File: src/rtl/rtc_port_pkg.sv
package rtc_port_pkg;
  localparam int unsigned BYTE_W     = 8;
  localparam int unsigned YEAR_W     = 2 * BYTE_W;
  localparam int unsigned NUM_FIELDS = 7;
  localparam int unsigned FIELD_W    = $clog2(NUM_FIELDS);

  typedef enum logic [FIELD_W-1:0] {
    F_SEC  = 3'd0,
    F_MIN  = 3'd1,
    F_HOUR = 3'd2,
    F_DAY  = 3'd3,
    F_MON  = 3'd4,
    F_YLO  = 3'd5,
    F_YHI  = 3'd6
  } field_e;

  // next field in the fixed walk, wrapping after the last one
  function automatic field_e field_after(input field_e f);
    if (f == F_YHI) return F_SEC;
    return field_e'(f + 3'd1);
  endfunction

  // a control value is usable only when it names a real field
  function automatic logic field_ok(input logic [BYTE_W-1:0] v);
    return 32'(v) < NUM_FIELDS;
  endfunction

  // increment modulo lim, result {carry, value}
  function automatic logic [BYTE_W:0] step_mod(input logic [BYTE_W-1:0] v,
                                               input int unsigned lim);
    if (32'(v) >= lim - 1) return {1'b1, {BYTE_W{1'b0}}};
    return {1'b0, v + 8'd1};
  endfunction
endpackage

File: src/rtl/rtc_field_ptr.sv
module rtc_field_ptr
  import rtc_port_pkg::*;
(
  input  logic              clk,
  input  logic              rst_n,
  input  logic              step,
  input  logic              load,
  input  logic [BYTE_W-1:0] load_val,
  output field_e            ptr
);
  logic load_ok;
  assign load_ok = load && field_ok(load_val);

  always_ff @(posedge clk) begin
    if (!rst_n)       ptr <= F_SEC;
    else if (load_ok) ptr <= field_e'(load_val[FIELD_W-1:0]);
    else if (step)    ptr <= field_after(ptr);
  end

  p_ptr_range_r3: assert property (@(posedge clk) disable iff (!rst_n)
    ptr <= F_YHI);
  p_ptr_wrap_r3: assert property (@(posedge clk) disable iff (!rst_n)
    (step && !load && ptr == F_YHI) |=> (ptr == F_SEC));
  p_ptr_step_r3: assert property (@(posedge clk) disable iff (!rst_n)
    (step && !load && ptr != F_YHI) |=> (3'(ptr) == 3'($past(ptr)) + 3'd1));
  p_bad_load_r5: assert property (@(posedge clk) disable iff (!rst_n)
    (load && !step && !field_ok(load_val)) |=> $stable(ptr));
endmodule

File: src/rtl/rtc_time_counter.sv
module rtc_time_counter
  import rtc_port_pkg::*;
#(
  parameter int unsigned SEC_LIM  = 60,
  parameter int unsigned MIN_LIM  = 60,
  parameter int unsigned HOUR_LIM = 24
) (
  input  logic              clk,
  input  logic              rst_n,
  input  logic              tick,
  input  logic              wr_en,
  input  field_e            wr_field,
  input  logic [BYTE_W-1:0] wr_val,
  output logic [BYTE_W-1:0] sec,
  output logic [BYTE_W-1:0] min,
  output logic [BYTE_W-1:0] hour
);
  logic              wr_sec, wr_min, wr_hour;
  logic              sec_wrap, min_wrap;
  logic [BYTE_W:0]   sec_nx, min_nx, hour_nx;

  assign wr_sec  = wr_en && wr_field == F_SEC;
  assign wr_min  = wr_en && wr_field == F_MIN;
  assign wr_hour = wr_en && wr_field == F_HOUR;

  assign sec_nx   = step_mod(sec,  SEC_LIM);
  assign min_nx   = step_mod(min,  MIN_LIM);
  assign hour_nx  = step_mod(hour, HOUR_LIM);
  // carry events as named wires
  assign sec_wrap = tick && !wr_sec && sec_nx[BYTE_W];
  assign min_wrap = sec_wrap && !wr_min && min_nx[BYTE_W];

  always_ff @(posedge clk) begin
    if (!rst_n) begin
      sec  <= '0;
      min  <= '0;
      hour <= '0;
    end else begin
      if (wr_sec)        sec  <= wr_val;
      else if (tick)     sec  <= sec_nx[BYTE_W-1:0];
      if (wr_min)        min  <= wr_val;
      else if (sec_wrap) min  <= min_nx[BYTE_W-1:0];
      if (wr_hour)       hour <= wr_val;
      else if (min_wrap) hour <= hour_nx[BYTE_W-1:0];
    end
  end

  p_sec_wrap_r7: assert property (@(posedge clk) disable iff (!rst_n)
    (tick && !wr_sec && sec == 8'(SEC_LIM - 1)) |=> (sec == '0));
  p_hour_wrap_r7: assert property (@(posedge clk) disable iff (!rst_n)
    (tick && !wr_en && sec == 8'(SEC_LIM - 1) && min == 8'(MIN_LIM - 1)
     && hour == 8'(HOUR_LIM - 1)) |=> (hour == '0 && min == '0));
  p_idle_hold_r7: assert property (@(posedge clk) disable iff (!rst_n)
    (!tick && !wr_en) |=> ($stable(sec) && $stable(min) && $stable(hour)));
  p_write_wins_r10: assert property (@(posedge clk) disable iff (!rst_n)
    wr_sec |=> (sec == $past(wr_val)));
endmodule

File: src/rtl/rtc_date_regs.sv
module rtc_date_regs
  import rtc_port_pkg::*;
#(
  parameter int unsigned RESET_DAY  = 1,
  parameter int unsigned RESET_MON  = 1,
  parameter int unsigned RESET_YEAR = 0
) (
  input  logic              clk,
  input  logic              rst_n,
  input  logic              wr_en,
  input  field_e            wr_field,
  input  logic [BYTE_W-1:0] wr_val,
  output logic [BYTE_W-1:0] day,
  output logic [BYTE_W-1:0] mon,
  output logic [YEAR_W-1:0] year
);
  logic wr_ylo, wr_yhi;
  assign wr_ylo = wr_en && wr_field == F_YLO;
  assign wr_yhi = wr_en && wr_field == F_YHI;

  // high step accumulates onto the stored year
  function automatic logic [YEAR_W-1:0] year_add_hi(input logic [YEAR_W-1:0] y,
                                                    input logic [BYTE_W-1:0] hi);
    return y + {hi, {BYTE_W{1'b0}}};
  endfunction

  always_ff @(posedge clk) begin
    if (!rst_n) begin
      day  <= BYTE_W'(RESET_DAY);
      mon  <= BYTE_W'(RESET_MON);
      year <= YEAR_W'(RESET_YEAR);
    end else if (wr_en) begin
      case (wr_field)
        F_DAY:   day  <= wr_val;
        F_MON:   mon  <= wr_val;
        F_YLO:   year <= {{BYTE_W{1'b0}}, wr_val};
        F_YHI:   year <= year_add_hi(year, wr_val);
        default: ;
      endcase
    end
  end

  p_ylo_sets_r6: assert property (@(posedge clk) disable iff (!rst_n)
    wr_ylo |=> (year == {8'h00, $past(wr_val)}));
  p_yhi_keeps_low_r6: assert property (@(posedge clk) disable iff (!rst_n)
    wr_yhi |=> (year[BYTE_W-1:0] == $past(year[BYTE_W-1:0])));
  p_date_hold_r7: assert property (@(posedge clk) disable iff (!rst_n)
    !wr_en |=> ($stable(day) && $stable(mon) && $stable(year)));
endmodule

File: src/rtl/rtc_field_port.sv
module rtc_field_port
  import rtc_port_pkg::*;
#(
  parameter int unsigned SEC_LIM    = 60,
  parameter int unsigned MIN_LIM    = 60,
  parameter int unsigned HOUR_LIM   = 24,
  parameter int unsigned RESET_DAY  = 1,
  parameter int unsigned RESET_MON  = 1,
  parameter int unsigned RESET_YEAR = 0
) (
  input  logic       clk,
  input  logic       rst_n,
  input  logic       sec_tick,
  input  logic       acc_sel,
  input  logic       acc_wr,
  input  logic       acc_rd,
  input  logic [7:0] wr_data,
  output logic [7:0] rd_data
);
  // decoded access events (write wins over read)
  logic data_rd, data_wr, ctrl_rd, ctrl_wr, snap_take;
  assign data_wr = acc_wr && !acc_sel;
  assign ctrl_wr = acc_wr &&  acc_sel;
  assign data_rd = acc_rd && !acc_wr && !acc_sel;
  assign ctrl_rd = acc_rd && !acc_wr &&  acc_sel;

  field_e            ptr;
  logic [BYTE_W-1:0] sec, min, hour, day, mon;
  logic [YEAR_W-1:0] year;
  logic [BYTE_W-1:0] snap_min, snap_hour;

  assign snap_take = ctrl_wr || (data_rd && ptr == F_SEC);

  rtc_field_ptr u_ptr (
    .clk      (clk),
    .rst_n    (rst_n),
    .step     (data_rd || data_wr),
    .load     (ctrl_wr),
    .load_val (wr_data),
    .ptr      (ptr)
  );

  rtc_time_counter #(
    .SEC_LIM  (SEC_LIM),
    .MIN_LIM  (MIN_LIM),
    .HOUR_LIM (HOUR_LIM)
  ) u_time (
    .clk      (clk),
    .rst_n    (rst_n),
    .tick     (sec_tick),
    .wr_en    (data_wr),
    .wr_field (ptr),
    .wr_val   (wr_data),
    .sec      (sec),
    .min      (min),
    .hour     (hour)
  );

  rtc_date_regs #(
    .RESET_DAY  (RESET_DAY),
    .RESET_MON  (RESET_MON),
    .RESET_YEAR (RESET_YEAR)
  ) u_date (
    .clk      (clk),
    .rst_n    (rst_n),
    .wr_en    (data_wr),
    .wr_field (ptr),
    .wr_val   (wr_data),
    .day      (day),
    .mon      (mon),
    .year     (year)
  );

  // snapshot of the fields a tick can move under a read sweep
  always_ff @(posedge clk) begin
    if (!rst_n) begin
      snap_min  <= '0;
      snap_hour <= '0;
    end else if (snap_take) begin
      snap_min  <= min;
      snap_hour <= hour;
    end else if (data_wr) begin
      if (ptr == F_MIN)  snap_min  <= wr_data;
      if (ptr == F_HOUR) snap_hour <= wr_data;
    end
  end

  function automatic logic [BYTE_W-1:0] pick_field(
    input field_e f, input logic [BYTE_W-1:0] s, input logic [BYTE_W-1:0] m,
    input logic [BYTE_W-1:0] h, input logic [BYTE_W-1:0] d,
    input logic [BYTE_W-1:0] mo, input logic [YEAR_W-1:0] y);
    case (f)
      F_SEC:   return s;
      F_MIN:   return m;
      F_HOUR:  return h;
      F_DAY:   return d;
      F_MON:   return mo;
      F_YLO:   return y[BYTE_W-1:0];
      default: return y[YEAR_W-1:BYTE_W];
    endcase
  endfunction

  always_ff @(posedge clk) begin
    if (!rst_n)       rd_data <= '0;
    else if (data_rd) rd_data <= pick_field(ptr, sec, snap_min, snap_hour, day, mon, year);
    else if (ctrl_rd) rd_data <= {{(BYTE_W-FIELD_W){1'b0}}, ptr};
  end

  p_ctrl_readback_r4: assert property (@(posedge clk) disable iff (!rst_n)
    ctrl_rd |=> (rd_data == {5'b0, 3'($past(ptr))}));
  p_ctrl_rd_keeps_ptr_r4: assert property (@(posedge clk) disable iff (!rst_n)
    (ctrl_rd && !sec_tick) |=> $stable(ptr));
  p_snap_hold_r8: assert property (@(posedge clk) disable iff (!rst_n)
    (!snap_take && !data_wr) |=> ($stable(snap_min) && $stable(snap_hour)));
  p_rd_hold_r9: assert property (@(posedge clk) disable iff (!rst_n)
    !acc_rd |=> $stable(rd_data));
endmodule

File: config.mk
export PLATFORM = sky130hd
export DESIGN_NAME = rtc_field_port
export DESIGN_NICKNAME = d
export VERILOG_FILES = /design/src/rtl/rtc_port_pkg.sv /design/src/rtl/rtc_field_ptr.sv /design/src/rtl/rtc_time_counter.sv /design/src/rtl/rtc_date_regs.sv /design/src/rtl/rtc_field_port.sv
export SDC_FILE = /design/constraint.sdc
export NUM_CORES = 1
export LEC_CHECK = 0
export BUFFER_PORTS_ARGS = -buffer_cell sky130_fd_sc_hd__buf_2
export CAP_MARGIN = 20
export CORE_ASPECT_RATIO = 1.4
export CORE_UTILIZATION = 55
export CTS_CLUSTER_DIAMETER = 40
export DETAILED_ROUTE_END_ITERATION = 6
export GPL_ROUTABILITY_DRIVEN = 0
export HOLD_SLACK_MARGIN = 0.08
export PLACE_DENSITY_LB_ADDON = 0.05
export SKIP_LAST_GASP = 1
export SLEW_MARGIN = 5
export SYNTH_ARGS = -nofsm -noshare
export SYNTH_HDL_FRONTEND = slang
export SYNTH_HIERARCHICAL = 1
export SYNTH_SLANG_ARGS = --single-unit
export TNS_END_PERCENT = 50
File: constraint.sdc
create_clock -name clk -period 2.7 [get_ports clk]
set_input_delay 0.135 -clock clk [delete_from_list [all_inputs] [get_ports clk]]
set_output_delay 0.135 -clock clk [all_outputs]
set_load 0.02 [all_outputs]
[Yosys cells after proc, flatten, opt, wreduce, memory -nomap -nowiden]
Index checks and enable logic that the tools add are counted.
Storage, ports and cells
  word-level logic and storage cells: 93
  register bits: 83
  input bits: 14
Cells by class
  $add $sub $neg: 5
  equal/unequal tests: 6
  muxes and demuxes: 33
  reductions and logical operators: 35
  order comparisons: 4
Operators with widths (count)
  8-bit two-way mux: 16
  8-bit case mux with 6 select lines: 1
  9-bit two-way mux: 4
  16-bit case mux with 2 select lines: 1
  8-bit by 1-bit adder with 8-bit output, second input constant: 3
  2-bit nonzero test: 9
  16-bit adder: 1
  8-bit by 6-bit >= comparator with 1-bit output, second input constant: 2
  1-bit logical AND: 14
  3-bit two-way mux: 4
  2-bit AND reduction: 5
  3-bit equality test, second input constant: 3
  8-bit by 5-bit >= comparator with 1-bit output, second input constant: 1
  8-bit by 3-bit less-than comparator with 1-bit output, second input constant: 1
  1-bit two-way mux: 7
  3-bit by 2-bit equality test with 1-bit output, second input constant: 2
  1-bit zero test: 4
  3-bit by 1-bit adder with 3-bit output, second input constant: 1
  3-bit by 1-bit equality test with 1-bit output, second input constant: 1
  3-bit zero test: 1
  1-bit logical OR: 2

[Logic depth before layout (Yosys ltp)]
  depth in word-level cells: 10
  mapped depth: 7
  mapped depth without buffers: 7

[By module]
The synthesis kept the hierarchy.
By module, submodules not included
  rtc_field_port: cells each 171, instances 1, area an instance 1557.7 um^2
  rtc_date_regs: cells each 183, instances 1, area an instance 1555.2 um^2
  rtc_time_counter: cells each 168, instances 1, area an instance 1382.6 um^2
  rtc_field_ptr: cells each 28, instances 1, area an instance 210.2 um^2

[Least setup slack after synthesis]
Ideal clock, no wire load.
  path kind: register to register
  start point: register u_ptr.ptr[2]
  end point: register rd_data[0]
  path buffers: 2
  clock period less this slack: 1842 ps
  slack: 858 ps
  stages on the path, launching flop included: 6
  required time: 2580 ps
  arrival: 1721 ps
  setup time: 120 ps
  cells stage by stage: dfxtp_1 > buf_2 > buf_2 > mux4_1 > mux2i_1 > a21oi_1
On the way
  word-level cells in the longest chain between the ends: 3
  elaborated cells on any way between the ends: 8
Ends and longest elaborated chain
  start: declaration: RTL line rtc_field_ptr.sv:9  | output field_e ptr
  start signal: assignment: RTL line rtc_field_ptr.sv:16  | else if (load_ok) ptr <= field_e'(load_val[FIELD_W-1:0]);
  start signal: assignment: RTL line rtc_field_ptr.sv:17  | else if (step) ptr <= field_after(ptr);
  3-bit equality test (tied with other cells): RTL line rtc_field_port.sv:92  | case (f)
  8-bit case mux with 6 select lines (*): RTL line rtc_field_port.sv:92
  8-bit two-way mux (*): RTL line rtc_field_port.sv:105  | else if (data_rd) rd_data <= pick_field(ptr, sec, snap_min, snap_hour, day, mon, year);
  end signal: assignment: RTL line rtc_field_port.sv:105
  end signal: assignment: RTL line rtc_field_port.sv:106  | else if (ctrl_rd) rd_data <= {{(BYTE_W-FIELD_W){1'b0}}, ptr};
  end: declaration: RTL line rtc_field_port.sv:18  | output logic [7:0] rd_data
Mark *: on every way between the ends. The rest lies on a longest branch, timed or not.
A chain may end at the register's enable or synchronous reset.

[Worst setup path in the final report]
  start point: register u_ptr.ptr[2]
  end point: register u_time.hour[0]
On the way
  word-level cells in the longest chain between the ends: 8
  elaborated cells on any way between the ends: 14
Ends and longest elaborated chain
  3-bit zero test: RTL line rtc_time_counter.sv:22  | assign wr_sec = wr_en && wr_field == F_SEC;
  1-bit logical AND: RTL line rtc_time_counter.sv:22
  1-bit zero test: RTL line rtc_time_counter.sv:30  | assign sec_wrap = tick && !wr_sec && sec_nx[BYTE_W];
  1-bit logical AND (2 in a row): RTL line rtc_time_counter.sv:30
  1-bit logical AND (2 in a row): RTL line rtc_time_counter.sv:31  | assign min_wrap = sec_wrap && !wr_min && min_nx[BYTE_W];
  2-bit nonzero test (no line)
  end signal: assignment: RTL line rtc_time_counter.sv:43  | if (wr_hour) hour <= wr_val;
  end signal: assignment: RTL line rtc_time_counter.sv:44  | else if (min_wrap) hour <= hour_nx[BYTE_W-1:0];
  end: declaration: RTL line rtc_time_counter.sv:16  | output logic [BYTE_W-1:0] hour
Several ways; a longest one is shown, not always the timed one.

==> results.json <==
{
  "fin_crit_sh": 0.7895,
  "endpoint_kind": "flop",
  "cts_setup_buffers": 0,
  "rows": 39,
  "power_mw": 3.213,
  "die_x_um": 80.18,
  "relSlewSlack": 0.4686,
  "numPortBuffers": 21,
  "cts_resized": 0,
  "io_pins": 22,
  "vias": 4324,
  "core_area_um2": 8247,
  "drv_cap": 0,
  "grt_pass1_wl_mm": 21.68,
  "gr-usage-all-layers": 0.3219,
  "syn_inst": 550,
  "hpwlAfterDp_mm": 9.354,
  "yosysMostFrequentCell": "nand2_1",
  "cts-root-buf": "clkbuf_16",
  "vdd.ir_drop.worst_uv": 330.4,
  "multi_input_area_um2": 2868,
  "period_needed_ps": 2132,
  "hold_class": "primary input to flop",
  "drc": 0,
  "syn_area_um2": 4706,
  "finalHoldViolations": 0,
  "grt.overflow.total": 0,
  "cts.sinks": 83,
  "setup_viol": 0,
  "diodes": 0,
  "ctsLongestPathBuffers": 2,
  "synth.yosys.seq_area_share": 0.3531,
  "cts_buffers": 9,
  "dp.cells": 654,
  "required_ps": 2950,
  "synth.area.top_cells": "dfxtp_1 (35%), nand2_1 (9.0%), a21boi_0 (4.0%)",
  "p_leak_nw": 1.849,
  "ys_types": 76,
  "rsz0062_at_grt": "false",
  "yosys_warnings": 6,
  "regMostFlops": "u_date/year",
  "fin_ws_ps": 568.3,
  "synth_common_cells": "nand2_1 (113), dfxtp_1 (83), nand3_1 (30), a21oi_1 (26), a21boi_0 (25)",
  "viasPerCell": 6.454,
  "synth_top_area_frac": 0.3531,
  "largest_register_ffs": 16,
  "yosys.area_share.simple": 0.2414,
  "outcome": "completed",
  "antenna_found_initial": 0,
  "crit_fanout": 25,
  "synth_top_family_by_area": "compound AO/OA/AOI/OAI gates",
  "yosys_register_bits": 83,
  "final_cells": 670,
  "synth_top_cell_by_area": "dfxtp_1",
  "grt_start_max_net_pins": 43,
  "crit_type": "flop to flop",
  "die_area_um2": 8935,
  "ant_nets": 0,
  "start_util": 0.5706,
  "die_h_um": 111.4,
  "dr.pass1.iters": 7,
  "synth-compound-area-share": 0.2608,
  "seqCellArea_um2": 1662,
  "clock_latency_ps": 350,
  "max_clock_freq_ghz": 0.4691,
  "routed_wl_mm": 13.59,
  "fin_skew_ps": 10.05,
  "wire_per_inst_um": 20.28,
  "cts_tree": "yes",
  "report.final.slew_viol_count": 0,
  "synth.mux.area_fraction": 0.06514,
  "drive_gt1_frac": 0.1250,
  "synth-main-ff-cell": "dfxtp_1",
  "dr.first_iter.drc_count": 296,
  "yosys.area_share.adder": 0.03084,
  "synth.avg_cell_area_um2": 8.556,
  "syn_nets": 575,
  "h-tree-depth": 3,
  "grt_pass1_vias": 4079,
  "critPathLaunchType": "flop",
  "nFillCells": 732,
  "synth_async_sr_flop_share": 0,
  "synth_xor_xnor_area_share": 0.01117,
  "synth-edff-count": 0,
  "tns_ps": 0,
  "tightest_slew_ps": 796.0,
  "cts_hold_buf": 0,
  "cp.arrival_ps": 2380,
  "pre_cts_ws_ps": 602.1,
  "p_per_area_nw_per_um2": 612.2,
  "syn_to_final_growth_pct": 11.54,
  "nets": 588,
  "clk_pin_slew_worst_paths_ps": 70
}
==> routing by layer <==
layer,vias to the layer above,global-route usage,share of wire
met5,-,0,0
met4,0,0.1488,0.024
met3,24,0.04836,0.054
met2,158,0.5248,0.49
met1,2061,0.4137,0.43
li1,2081,-,-
==> cells in the final DEF (no fill, tap or decap), drive strengths merged, types with 3 or more instances in the layout <==
master / Yosys / routed
o22ai: 3 / 3
nor2b: 7 / 7
nor3: 4 / 4
nand2: 113 / 113
clkbuf: 13 / 12
nand3b: 4 / 4
nand3: 30 / 30
o21ai: 27 / 27
and4b: 3 / 3
buf: 16 / 31
a31oi: 26 / 26
nand4b: 4 / 4
nand2b: 3 / 3
nand4: 5 / 5
and2: 11 / 11
ha: 10 / 10
inv: 5 / 5
o21a: 3 / 3
or4b: 3 / 3
mux4: 8 / 8
a21boi: 30 / 30
and3: 3 / 3
mux2i: 10 / 10
o211ai: 15 / 15
xnor2: 5 / 5
nor3b: 4 / 4
nor2: 15 / 15
dfxtp: 83 / 83
a22oi: 5 / 5
or3: 3 / 3
o31ai: 13 / 13
a211oi: 10 / 10
bufinv: 0 / 4
a21oi: 26 / 26
==> area by class of cell <==
class                   count  area share
clock inverters             4     0.02288
repair buffers             31     0.03671
well taps                 102     0.02431
multi-input cells         432      0.5464
inverters                   6    0.004291
clock buffers              12     0.04887
flip-flops and latches     83      0.3166
==> cell families after synthesis <==
logic type               Yosys count
multiplexers                      19
AO/OA/AOI/OAI                    174
adder cells (fa/ha/maj)           11
buffers and inverters             35
XOR/XNOR                           6
flip-flops                        83
AND/OR/NAND/NOR                  222
==> worst max-delay path, cell delays in order, from the launching register on <==
cell and delay [ps]:
dfxtp_1 840, nor3b_1 210, a211oi_2 540, a311oi_1 190, a311oi_1 250
==> worst paths after layout <==
path	cells past startpoint	to	startpoint	slack, ps
worst max register to register	4	u_time/hour[0]	u_ptr/ptr[2]	570
worst max-delay path	4	u_time/hour[0]	u_ptr/ptr[2]	570
worst min-delay path	3	u_time/sec[0]	sec_tick	150
worst min register to register	2	u_date/day[7]	u_date/day[7]	460
==> stage by stage <==
step | instance area, um^2 | utilization | hold WS (ps)
finish | 5249 | 0.6365 | 150.4
floorplan | 4706 | - | 256.7
global route | 5249 | 0.6365 | 178.3
detailed placement | 4872 | 0.5908 | 458.5
global placement | 4872 | 0.5908 | 448.2
CTS | 5249 | 0.6365 | 141.0
==> where the power goes <==
| group | internal (mW) | total [mW] | switching, mW | leakage [nW] |
|---|---|---|---|---|
| logic | 0.132 | 0.341 | 0.209 | 0.991 |
| clock network | 1.05 | 1.55 | 0.501 | 0.183 |
| registers | 1.27 | 1.32 | 0.0533 | 0.674 |
| total | 2.45 | 3.21 | 0.764 | 1.85 |
(Power assumes the default switching activity.)
